$ cat src/rtl/prr_pkg.sv
package prr_pkg;
    localparam int DATA_W = 64;
    localparam int IDX_W  = 6;

    typedef logic [IDX_W-1:0]  idx_t;
    typedef logic [DATA_W-1:0] word_t;

    localparam idx_t IX_AST_EN    = 6'd0;
    localparam idx_t IX_AST_SUM   = 6'd1;
    localparam idx_t IX_FP_EN     = 6'd2;
    localparam idx_t IX_IRQ_SEND  = 6'd3;
    localparam idx_t IX_PRIO      = 6'd4;
    localparam idx_t IX_KSTACK    = 6'd5;
    localparam idx_t IX_MCHK      = 6'd6;
    localparam idx_t IX_CB_BASE   = 6'd7;
    localparam idx_t IX_PROC_BASE = 6'd8;
    localparam idx_t IX_PT_BASE   = 6'd9;
    localparam idx_t IX_SCB_BASE  = 6'd10;
    localparam idx_t IX_SWI_REQ   = 6'd11;
    localparam idx_t IX_SWI_SUM   = 6'd12;
    localparam idx_t IX_VPT_BASE  = 6'd13;
    localparam idx_t IX_CPU_ID    = 6'd14;
    localparam idx_t IX_INV_ALL   = 6'd15;
    localparam idx_t IX_INV_ALLP  = 6'd16;
    localparam idx_t IX_INV_ONE   = 6'd17;
    localparam idx_t IX_INV_ONE_D = 6'd18;
    localparam idx_t IX_INV_ONE_I = 6'd19;
    localparam idx_t IX_ASID      = 6'd20;

    typedef enum logic [1:0] {ACC_RW, ACC_RO, ACC_WO, ACC_NONE} acc_e;
    typedef enum logic [1:0] {ST_IDLE, ST_READ, ST_WRITE, ST_FAULT} resp_st_e;

    function automatic word_t sext_at(input word_t v, input int msb);
        word_t r;
        for (int i = 0; i < DATA_W; i++)
            r[i] = (i <= msb) ? v[i] : v[msb];
        return r;
    endfunction
endpackage

$ cat src/rtl/prr_policy.sv
module prr_policy
    import prr_pkg::*;
(
    input  idx_t idx,
    input  logic wr,
    input  logic priv,
    output logic fault,
    output logic hit_all,
    output logic hit_page
);
    acc_e acc;

    always_comb begin
        unique case (idx)
            IX_AST_EN, IX_AST_SUM, IX_FP_EN, IX_PRIO, IX_KSTACK, IX_MCHK,
            IX_PROC_BASE, IX_SCB_BASE, IX_VPT_BASE:              acc = ACC_RW;
            IX_CB_BASE, IX_PT_BASE, IX_SWI_SUM, IX_CPU_ID, IX_ASID: acc = ACC_RO;
            IX_IRQ_SEND, IX_SWI_REQ, IX_INV_ALL, IX_INV_ALLP,
            IX_INV_ONE, IX_INV_ONE_D, IX_INV_ONE_I:              acc = ACC_WO;
            default:                                             acc = ACC_NONE;
        endcase
    end

    always_comb begin
        fault = (acc == ACC_NONE) || (wr && acc == ACC_RO) || (!wr && acc == ACC_WO)
              || (idx == IX_KSTACK && !priv);
        hit_all  = (idx == IX_INV_ALL) || (idx == IX_INV_ALLP);
        hit_page = (idx == IX_INV_ONE) || (idx == IX_INV_ONE_D) || (idx == IX_INV_ONE_I);
    end
endmodule

$ cat src/rtl/prr_regs.sv
module prr_regs
    import prr_pkg::*;
#(
    parameter word_t CB_BASE_INIT = 64'h0000_8000_0000_1000,
    parameter word_t PT_BASE_INIT = 64'h0000_0000_0004_2000,
    parameter word_t CPU_ID       = 64'd3,
    parameter word_t ASID_INIT    = 64'd0
)(
    input  logic       clk,
    input  logic       rst_n,
    input  logic       wr_en,
    input  idx_t       idx,
    input  word_t      wdata,
    input  logic [2:0] mchk_event,
    output word_t      rd_view,
    output word_t      old_view
);
    logic [3:0]  ast_en_q, ast_sum_q;
    logic        fen_q;
    logic [4:0]  ipl_q, mces_q;
    logic [15:0] sisr_q;
    logic [31:0] scbb_q;
    word_t       ksp_q, prbr_q, vptb_q;

    always_ff @(posedge clk) begin
        if (!rst_n) begin
            ast_en_q  <= '0;
            ast_sum_q <= '0;
            fen_q     <= 1'b0;
            ipl_q     <= 5'h1F;
            mces_q    <= '0;
            sisr_q    <= '0;
            scbb_q    <= '0;
            ksp_q     <= '0;
            prbr_q    <= '0;
            vptb_q    <= '0;
        end else begin
            mces_q[2:0] <= mces_q[2:0] | mchk_event;
            if (wr_en) begin
                unique case (idx)
                    IX_AST_EN:    ast_en_q  <= (ast_en_q & wdata[3:0]) | wdata[7:4];
                    IX_AST_SUM:   ast_sum_q <= (ast_sum_q & wdata[3:0]) | wdata[7:4];
                    IX_FP_EN:     fen_q     <= wdata[0];
                    IX_PRIO:      ipl_q     <= wdata[4:0];
                    IX_KSTACK:    ksp_q     <= wdata;
                    IX_MCHK:      mces_q    <= {wdata[4:3], (mces_q[2:0] & ~wdata[2:0]) | mchk_event};
                    IX_PROC_BASE: prbr_q    <= wdata;
                    IX_SCB_BASE:  scbb_q    <= wdata[31:0];
                    IX_SWI_REQ:   if (wdata[3:0] != 4'd0) sisr_q[wdata[3:0]] <= 1'b1;
                    IX_VPT_BASE:  vptb_q    <= wdata;
                    default: ;
                endcase
            end
        end
    end

    always_comb begin
        unique case (idx)
            IX_AST_EN:    rd_view = sext_at({60'd0, ast_en_q}, 3);
            IX_AST_SUM:   rd_view = sext_at({60'd0, ast_sum_q}, 3);
            IX_FP_EN:     rd_view = sext_at({63'd0, fen_q}, 0);
            IX_PRIO:      rd_view = sext_at({59'd0, ipl_q}, 4);
            IX_KSTACK:    rd_view = ksp_q;
            IX_MCHK:      rd_view = sext_at({59'd0, mces_q}, 4);
            IX_CB_BASE:   rd_view = sext_at(CB_BASE_INIT, 47);
            IX_PROC_BASE: rd_view = prbr_q;
            IX_PT_BASE:   rd_view = PT_BASE_INIT;
            IX_SCB_BASE:  rd_view = sext_at({32'd0, scbb_q}, 31);
            IX_SWI_SUM:   rd_view = sext_at({48'd0, sisr_q}, 15);
            IX_VPT_BASE:  rd_view = vptb_q;
            IX_CPU_ID:    rd_view = CPU_ID;
            IX_ASID:      rd_view = ASID_INIT;
            default:      rd_view = '0;
        endcase
        old_view = (idx == IX_AST_EN || idx == IX_AST_SUM || idx == IX_PRIO) ? rd_view : '0;
    end


    hold_when_idle_chk: assert property (@(posedge clk) disable iff (!rst_n)
        !wr_en |=> $stable({ast_en_q, ast_sum_q, ipl_q, fen_q, ksp_q, scbb_q, vptb_q, prbr_q, sisr_q}));

    sisr_grow_only_chk: assert property (@(posedge clk) disable iff (!rst_n)
        1'b1 |=> ((sisr_q & $past(sisr_q)) == $past(sisr_q)));
endmodule

$ cat src/rtl/prr_unit.sv
module prr_unit
    import prr_pkg::*;
#(
    parameter word_t CB_BASE_INIT = 64'h0000_8000_0000_1000,
    parameter word_t PT_BASE_INIT = 64'h0000_0000_0004_2000,
    parameter word_t CPU_ID       = 64'd3,
    parameter word_t ASID_INIT    = 64'd0
)(
    input  logic              clk,
    input  logic              rst_n,
    input  logic              req_valid,
    input  logic              req_write,
    input  logic [IDX_W-1:0]  req_idx,
    input  logic [DATA_W-1:0] req_wdata,
    input  logic              priv_mode,
    input  logic [2:0]        mchk_event,
    output logic              resp_valid,
    output logic              resp_err,
    output logic [DATA_W-1:0] resp_rdata,
    output logic [DATA_W-1:0] resp_old,
    output logic              tb_flush_all,
    output logic              tb_flush_page,
    output logic [DATA_W-1:0] tb_page_addr
);
    resp_st_e state_q, state_d;
    logic  fault, hit_all, hit_page, legal_wr, legal_rd;
    word_t rd_view, old_view;
    word_t rdata_q, old_q, page_q;
    logic  all_q, one_q;

    prr_policy u_policy (
        .idx(req_idx), .wr(req_write), .priv(priv_mode),
        .fault(fault), .hit_all(hit_all), .hit_page(hit_page)
    );

    prr_regs #(
        .CB_BASE_INIT(CB_BASE_INIT), .PT_BASE_INIT(PT_BASE_INIT),
        .CPU_ID(CPU_ID), .ASID_INIT(ASID_INIT)
    ) u_regs (
        .clk(clk), .rst_n(rst_n), .wr_en(legal_wr), .idx(req_idx),
        .wdata(req_wdata), .mchk_event(mchk_event),
        .rd_view(rd_view), .old_view(old_view)
    );

    assign legal_wr = req_valid && !fault && req_write;
    assign legal_rd = req_valid && !fault && !req_write;

    always_comb begin
        if (!req_valid)     state_d = ST_IDLE;
        else if (fault)     state_d = ST_FAULT;
        else if (req_write) state_d = ST_WRITE;
        else                state_d = ST_READ;
    end

    always_ff @(posedge clk) begin
        if (!rst_n) begin
            state_q <= ST_IDLE;
            rdata_q <= '0;
            old_q   <= '0;
            page_q  <= '0;
            all_q   <= 1'b0;
            one_q   <= 1'b0;
        end else begin
            state_q <= state_d;
            rdata_q <= legal_rd ? rd_view : '0;
            old_q   <= legal_wr ? old_view : '0;
            all_q   <= legal_wr && hit_all;
            one_q   <= legal_wr && hit_page;
            page_q  <= (legal_wr && hit_page) ? req_wdata : '0;
        end
    end

    always_comb begin
        resp_valid    = 1'b0;
        resp_err      = 1'b0;
        resp_rdata    = '0;
        resp_old      = '0;
        tb_flush_all  = 1'b0;
        tb_flush_page = 1'b0;
        tb_page_addr  = '0;
        unique case (state_q)
            ST_IDLE: ;
            ST_READ: begin
                resp_valid = 1'b1;
                resp_rdata = rdata_q;
            end
            ST_WRITE: begin
                resp_valid    = 1'b1;
                resp_old      = old_q;
                tb_flush_all  = all_q;
                tb_flush_page = one_q;
                tb_page_addr  = page_q;
            end
            ST_FAULT: begin
                resp_valid = 1'b1;
                resp_err   = 1'b1;
            end
            default: ;
        endcase
    end


    flush_excl_chk: assert property (@(posedge clk) disable iff (!rst_n)
        $onehot0({tb_flush_all, tb_flush_page}));

    no_spurious_resp_chk: assert property (@(posedge clk) disable iff (!rst_n)
        !req_valid |=> !resp_valid);

    fault_quiet_chk: assert property (@(posedge clk) disable iff (!rst_n)
        resp_err |-> (!tb_flush_all && !tb_flush_page && resp_rdata == '0 && resp_old == '0));

    kstack_guard_chk: assert property (@(posedge clk) disable iff (!rst_n)
        (req_valid && req_idx == IX_KSTACK && !priv_mode) |=> resp_err);
endmodule

$ cat config.mk
export PLATFORM = sky130hd
export DESIGN_NAME = prr_unit
export DESIGN_NICKNAME = d
export VERILOG_FILES = /design/src/rtl/prr_pkg.sv /design/src/rtl/prr_policy.sv /design/src/rtl/prr_regs.sv /design/src/rtl/prr_unit.sv
export SDC_FILE = /design/constraint.sdc
export NUM_CORES = 1
export LEC_CHECK = 0
export CAP_MARGIN = 25
export CELL_PAD_IN_SITES_DETAIL_PLACEMENT = 1
export CELL_PAD_IN_SITES_GLOBAL_PLACEMENT = 2
export CORE_UTILIZATION = 35
export CTS_CLUSTER_DIAMETER = 60
export DETAILED_ROUTE_END_ITERATION = 10
export PLACE_DENSITY = 0.93
export SLEW_MARGIN = 20
export SYNTH_ARGS = -nofsm -noshare
export SYNTH_HDL_FRONTEND = slang
export SYNTH_SLANG_ARGS = --single-unit
$ cat constraint.sdc
create_clock -name clk -period 5.05 [get_ports clk]
set_clock_uncertainty 0.05 [all_clocks]
set_input_delay 1.01 -clock clk [delete_from_list [all_inputs] [get_ports clk]]
set_output_delay 1.01 -clock clk [all_outputs]
set_load 0.02 [all_outputs]
# == Word level (Yosys, flattened, before mapping) ==
# Memories as Yosys holds them, arrays and structs flattened.
# Cells that the tools add are included.
# W data, S select, Z words.
# op_classes
add_sub_neg,0
n_mul,0
div_mod_pow,0
n_lt_le_gt_ge,2
eq_ne,24
n_shift,0
n_mux,15
bitwise_logic,9
reduce_logical,37
# ops
operator,count
$pmux W64 S13,1
$mux W64,3
$eq A6 B4 Y1 const B,8
$eq A6 B3 Y1 const B,4
$eq A6 B5 Y1 const B,4
$reduce_and A2 Y1,12
$or A16 B16 Y16,1
$logic_and A1 B1 Y1,9
$and A4 B4 Y4,2
$eq A2 B2 Y1 const B,4
$logic_or A1 B1 Y1,8
$or A4 B4 Y4,2
$eq A6 B1 Y1 const B,1
$eq A6 B2 Y1 const B,1
$logic_not A6 Y1,1
$mux W2,3
$mux W3,2
$or A3 B3 Y3,2
$reduce_and A3 Y1,2
$lt A4 B5 Y1 const B,1
$mux W1,5
$demux W1 S4,1
$eq A2 B1 Y1 const B,2
$ge A4 B1 Y1 const B,1
other kinds (5),7
# word_totals
ff_bits,455
latchBits,0
ramBits,0
rom_bits,64
inputBits,78
output_inout_bits,196
mem_count,1
# memory_table
name,words,width,rd,rd_clocked_by_memory_dff,wr,line_no,source
(no name shown),32,2,1,0,0,prr_policy.sv:14,unique case (idx)

# == Depth between registers and ports, before layout ==
# An unclocked memory read counts as a cell.
# logic_depth
depth_word,12
mapped_depth,10
ltp_nobuf,5

# == Hierarchy ==
# Synthesis repeated with hierarchy kept, for this count alone.
# unflattened
hier_cells,2197
area_unflattened_um2,18974.4
# by_module_without_submodules
module,instances,cells_each,area_each_um2,seq_area_each_um2
prr_regs,1,1531,12142.9,5185.0
prr_unit,1,645,6708.9,3923.8
prr_policy,1,21,122.6,0.0

# == Worst setup path before layout ==
# OpenSTA, ideal clock, no wires.
# synth_timing
path_type,input-to-reg
startpoint,input req_idx[0]
endpoint,register old_q[40]
arrival_time_ns,2.612
t_required_ns,4.919
path_slack_ns,2.307
stages,9
path_buffers,4
cell_sequence,buf_2 or4_4 nor2_4 a22oi_1 and3_1 buf_2 buf_6 buf_6 a41oi_1
# synth_via
elab_chain_cells,11
# synth_lines
item,line_no,source
"start, declared",prr_unit.sv:13,"input logic [IDX_W-1:0] req_idx,"
$mem_v2 Z32 W2,--,
$mux W2,prr_policy.sv:14,
$eq A2 B1 Y1,prr_policy.sv:25,fault = (acc == ACC_NONE) || (wr && acc == ACC_RO) || (!wr && acc == ACC_WO)
$logic_and A1 B1 Y1,prr_policy.sv:25,
$logic_or A1 B1 Y1 (2 in a row),prr_policy.sv:25,
$logic_or A1 B1 Y1,prr_policy.sv:26,|| (idx == IX_KSTACK && !priv);
$logic_not A1 Y1,prr_unit.sv:45,assign legal_wr = req_valid && !fault && req_write;
$logic_and A1 B1 Y1 (2 in a row),prr_unit.sv:45,
$reduce_and A3 Y1 (no source line),--,
"end signal, assigned",prr_unit.sv:66,old_q <= legal_wr ? old_view : '0;
"end, declared",prr_unit.sv:28,"word_t rdata_q, old_q, page_q;"
# Several ways; a longest one is shown, not always the timed one.
# A chain may end at the register's enable or synchronous reset.

# == Final worst setup path ==
# layout_timing
startpoint,register state_q[0]
endpoint,output resp_rdata[42]
# layout_via
elab_chain_cells,2
# layout_lines
item,line_no,source
"start, declared",prr_unit.sv:25,"resp_st_e state_q, state_d;"
"start signal, assigned",prr_unit.sv:64,state_q <= state_d;
$eq A2 B1 Y1,prr_unit.sv:81,unique case (state_q)
$mux W64,prr_unit.sv:81,
"end, declared",prr_unit.sv:19,"output logic [DATA_W-1:0] resp_rdata,"
# Every way passes these cells.

==> out/qor.txt <==
Status: completed
DR vias/cell: 5.317
Critical R2R Capture: rdata_q[43]
Gpl congestion: 0.9185
Top cell family by delay on the critical path: buffers and inverters
Number of synthesized flops with an enable pin: 0
Placed cell area: 21290 um2
Layout Area Growth over Synthesis: 27.14%
Std-Cell Rows: 82
Cell variety after synth: 57
Max Cap Violations: 0
LEAKAGE: 7.634 nW
Pwr/cell area: 330.3 nW/um2
Max VDD drop: 0.2306 mV
Worst-path clk slew: 60 ps
Largest net degree at the start of global routing: 200
Setup crit end: resp_rdata[42]
Total power: 0.007579 W
Post-Route Setup TNS: 0 ps
RSZ-0062 raised after global routing: false
First-pass GRT wire length: 92.51 mm
WL final: 59.73 mm
Post-CTS resize count: 0
Period utilization: 78.97%
Nets: 2286
Post-route insts no fill: 2918
Postcts setup bufs: 0
Wire per inst: 20.47 um
Initial Utilization: 35.76%
Most common cell after layout, fill and taps aside: nand2_1
WP data arrival: 2930 ps
Buf/Inv on CP: 2
Sequential share of the synthesized area: 50.46%
Total core area: 50480 um2
Ys Warns: 0
Mapped cell area: 18050 um2
PortBufs: 273
Fin area: 22950 um2
H-tree depth: 2
# IOs: 274
Initial antenna violation count: 1
#FFs+latches synth: 455
Syn nets: 2106
WP depth: 4
Hpwl dp: 36.85 mm
Placed Cells: 2828
Most frequent cells in the layout: nand2_1 (494), dfxtp_1 (455), clkdlybuf4s50_1 (272), and2_1 (263), a21boi_0 (202)
Worst Reg-to-Reg Cells: 5
Die footprint: 52490 um2
DRC Markers: 0
Via count: 15.51k
GRT Total Usage: 22.23%
Rel. slew slack: 36.80%
Async SR Flop Fraction: 0%
Die width: 229.1 um
Share of layout cells above drive strength 1: 7.127%
Final Slew Violations: 0
Worst Hold Class: flip-flop to flip-flop
Clock latency on the worst-skew pair: 590 ps
Number of global-route vias before repair: 16.12k
Critical Path Start Type: flip-flop
Critical path type: flip-flop to output port
# clock sinks: 455
Routed Antenna Nets: 0
TritonCTS Buffers: 50
CP max stage delay: 640 ps
Slew @ Worst Pin: 948.1 ps
Worst path required time: 3990 ps
Top_reg_cell synth: dfxtp_1
Clock Tree Buf Depth: 3
Worst-path fanout max: 38
Tmin final: 3988 ps
Final setup violation count: 0
Hold buffers post-CTS: 0
FF-to-FF setup slack: 2960 ps
Final Hold Slack: 405.3 ps
CP max-delay cell: nor2b_4
Reg2reg start: u_regs.fen_q
Cell count after synthesis: 2028
Grt ovf: 0
Initial drt markers: 1251
Die Ht: 229.1 um
Critical-path cell list: nor2b_4, buf_4, and2_1, clkdlybuf4s50_1
Critical path origin: state_q[0]
Crit end category: output port
CTS tree: yes
Fin. Hold Viols: 0
Clk Tree Root Cell: clkbuf_16
Syn Area/Cell: 8.901 um2
TritonRoute pass-1 iters: 7
Max Freq: 250.8 MHz
## cells by family (layout without fill, tap and decap cells)
kind of cell | after synthesis | count (layout) | synth area share [%]
AO/OA/AOI/OAI | 496 | 496 | 20.61
AND/OR/NAND/NOR | 854 | 854 | 22.63
flip-flops | 455 | 455 | 50.46
multiplexers | 31 | 31 | 1.761
other | 0 | 1 | 0
buffers and inverters | 192 | 409 | 4.540
## worst register-to-register path, stage by stage, from the launching register on
cell and delay (ps):
dfxtp_1 390, a22o_1 240, a211oi_2 210, buf_4 240, and2_1 670, a21oi_1 160
## metrics by stage
| stage | setup slack [ps] | utilization (%) |
|---|---|---|
| after floorplan | 2307 | - |
| after global placement | 835.8 | 42.18 |
| after detailed placement | 841.8 | 42.18 |
| after CTS | 967.4 | 45.46 |
| after global routing | 872.5 | 45.46 |
| final | 1062 | 45.46 |
## where the power goes
group          internal (W)  switching [W]
combinational      0.000116       0.000181
clock               0.00217        0.00151
sequential          0.00360     0.00000523
total               0.00588        0.00170
## worst min-delay path by stage
stage	start	end	slack, ps	depth (start not counted)
5_1_grt	u_regs.vptb_q[57]	u_regs.vptb_q[57]	430	2
3_5_place_dp	u_regs.sisr_q[7]	u_regs.sisr_q[7]	400	2
2_1_floorplan	u_regs.sisr_q[13]	u_regs.sisr_q[13]	370	2
3_3_place_gp	u_regs.sisr_q[5]	u_regs.sisr_q[5]	390	2
4_1_cts	u_regs.vptb_q[58]	u_regs.vptb_q[58]	410	2
6_report	u_regs.vptb_q[58]	u_regs.vptb_q[58]	410	2
## cell type report
cell class	count	area, um2
clock inverter	27	296.5
multi-input combinational	1381	8194
sequential	455	9109
inverter	3	11.26
antenna	1	2.502
timing repair buffer	317	3139
clock buffer	62	1356
tap	672	840.8
fill	5764	27530
## cells in the mapped netlist, types with 8 or more instances
| master | n | share of area, % |
|---|---|---|
| a21boi_0 | 202 | 8.4 |
| a21boi_1 | 31 | 1.3 |
| a21oi_1 | 48 | 1.3 |
| a221oi_1 | 8 | 0.39 |
| a222oi_1 | 34 | 1.9 |
| a22oi_1 | 39 | 1.6 |
| a31oi_1 | 21 | 0.73 |
| a41oi_1 | 61 | 3.0 |
| and2_1 | 265 | 9.2 |
| and3_1 | 8 | 0.28 |
| buf_2 | 40 | 1.1 |
| clkbuf_1 | 135 | 2.8 |
| dfxtp_1 | 455 | 50 |
| mux2i_1 | 25 | 1.4 |
| nand2_1 | 498 | 10 |
| nand3_1 | 10 | 0.28 |
| nor2_1 | 25 | 0.52 |
| nor2b_1 | 14 | 0.49 |
| nor3_1 | 8 | 0.22 |
| o21ai_0 | 23 | 0.64 |
| o2bb2ai_1 | 10 | 0.49 |
## flip-flops by register name, summed over array words and instances (netlist names)
signal / cells
u_regs.mces_q: 5
u_regs.vptb_q: 64
u_regs.ast_sum_q: 4
old_q: 64
u_regs.ast_en_q: 4
one_q: 1
u_regs.prbr_q: 64
u_regs.fen_q: 1
u_regs.sisr_q: 16
u_regs.scbb_q: 32
state_q: 2
u_regs.ksp_q: 64
u_regs.ipl_q: 5
rdata_q: 64
all_q: 1
page_q: 64
## metal layers
layer / vias up / wire [um] / GRT usage, % / share of wire (%)
met5: - / 0 / 0 / 0
met4: 0 / 1253 / 6.375 / 2.1
met3: 87 / 2972 / 3.287 / 5.0
met2: 459 / 29060 / 38.30 / 49
met1: 7715 / 26440 / 28.68 / 44
li1: 7253 / - / - / -
(Power assumes the default switching activity.)
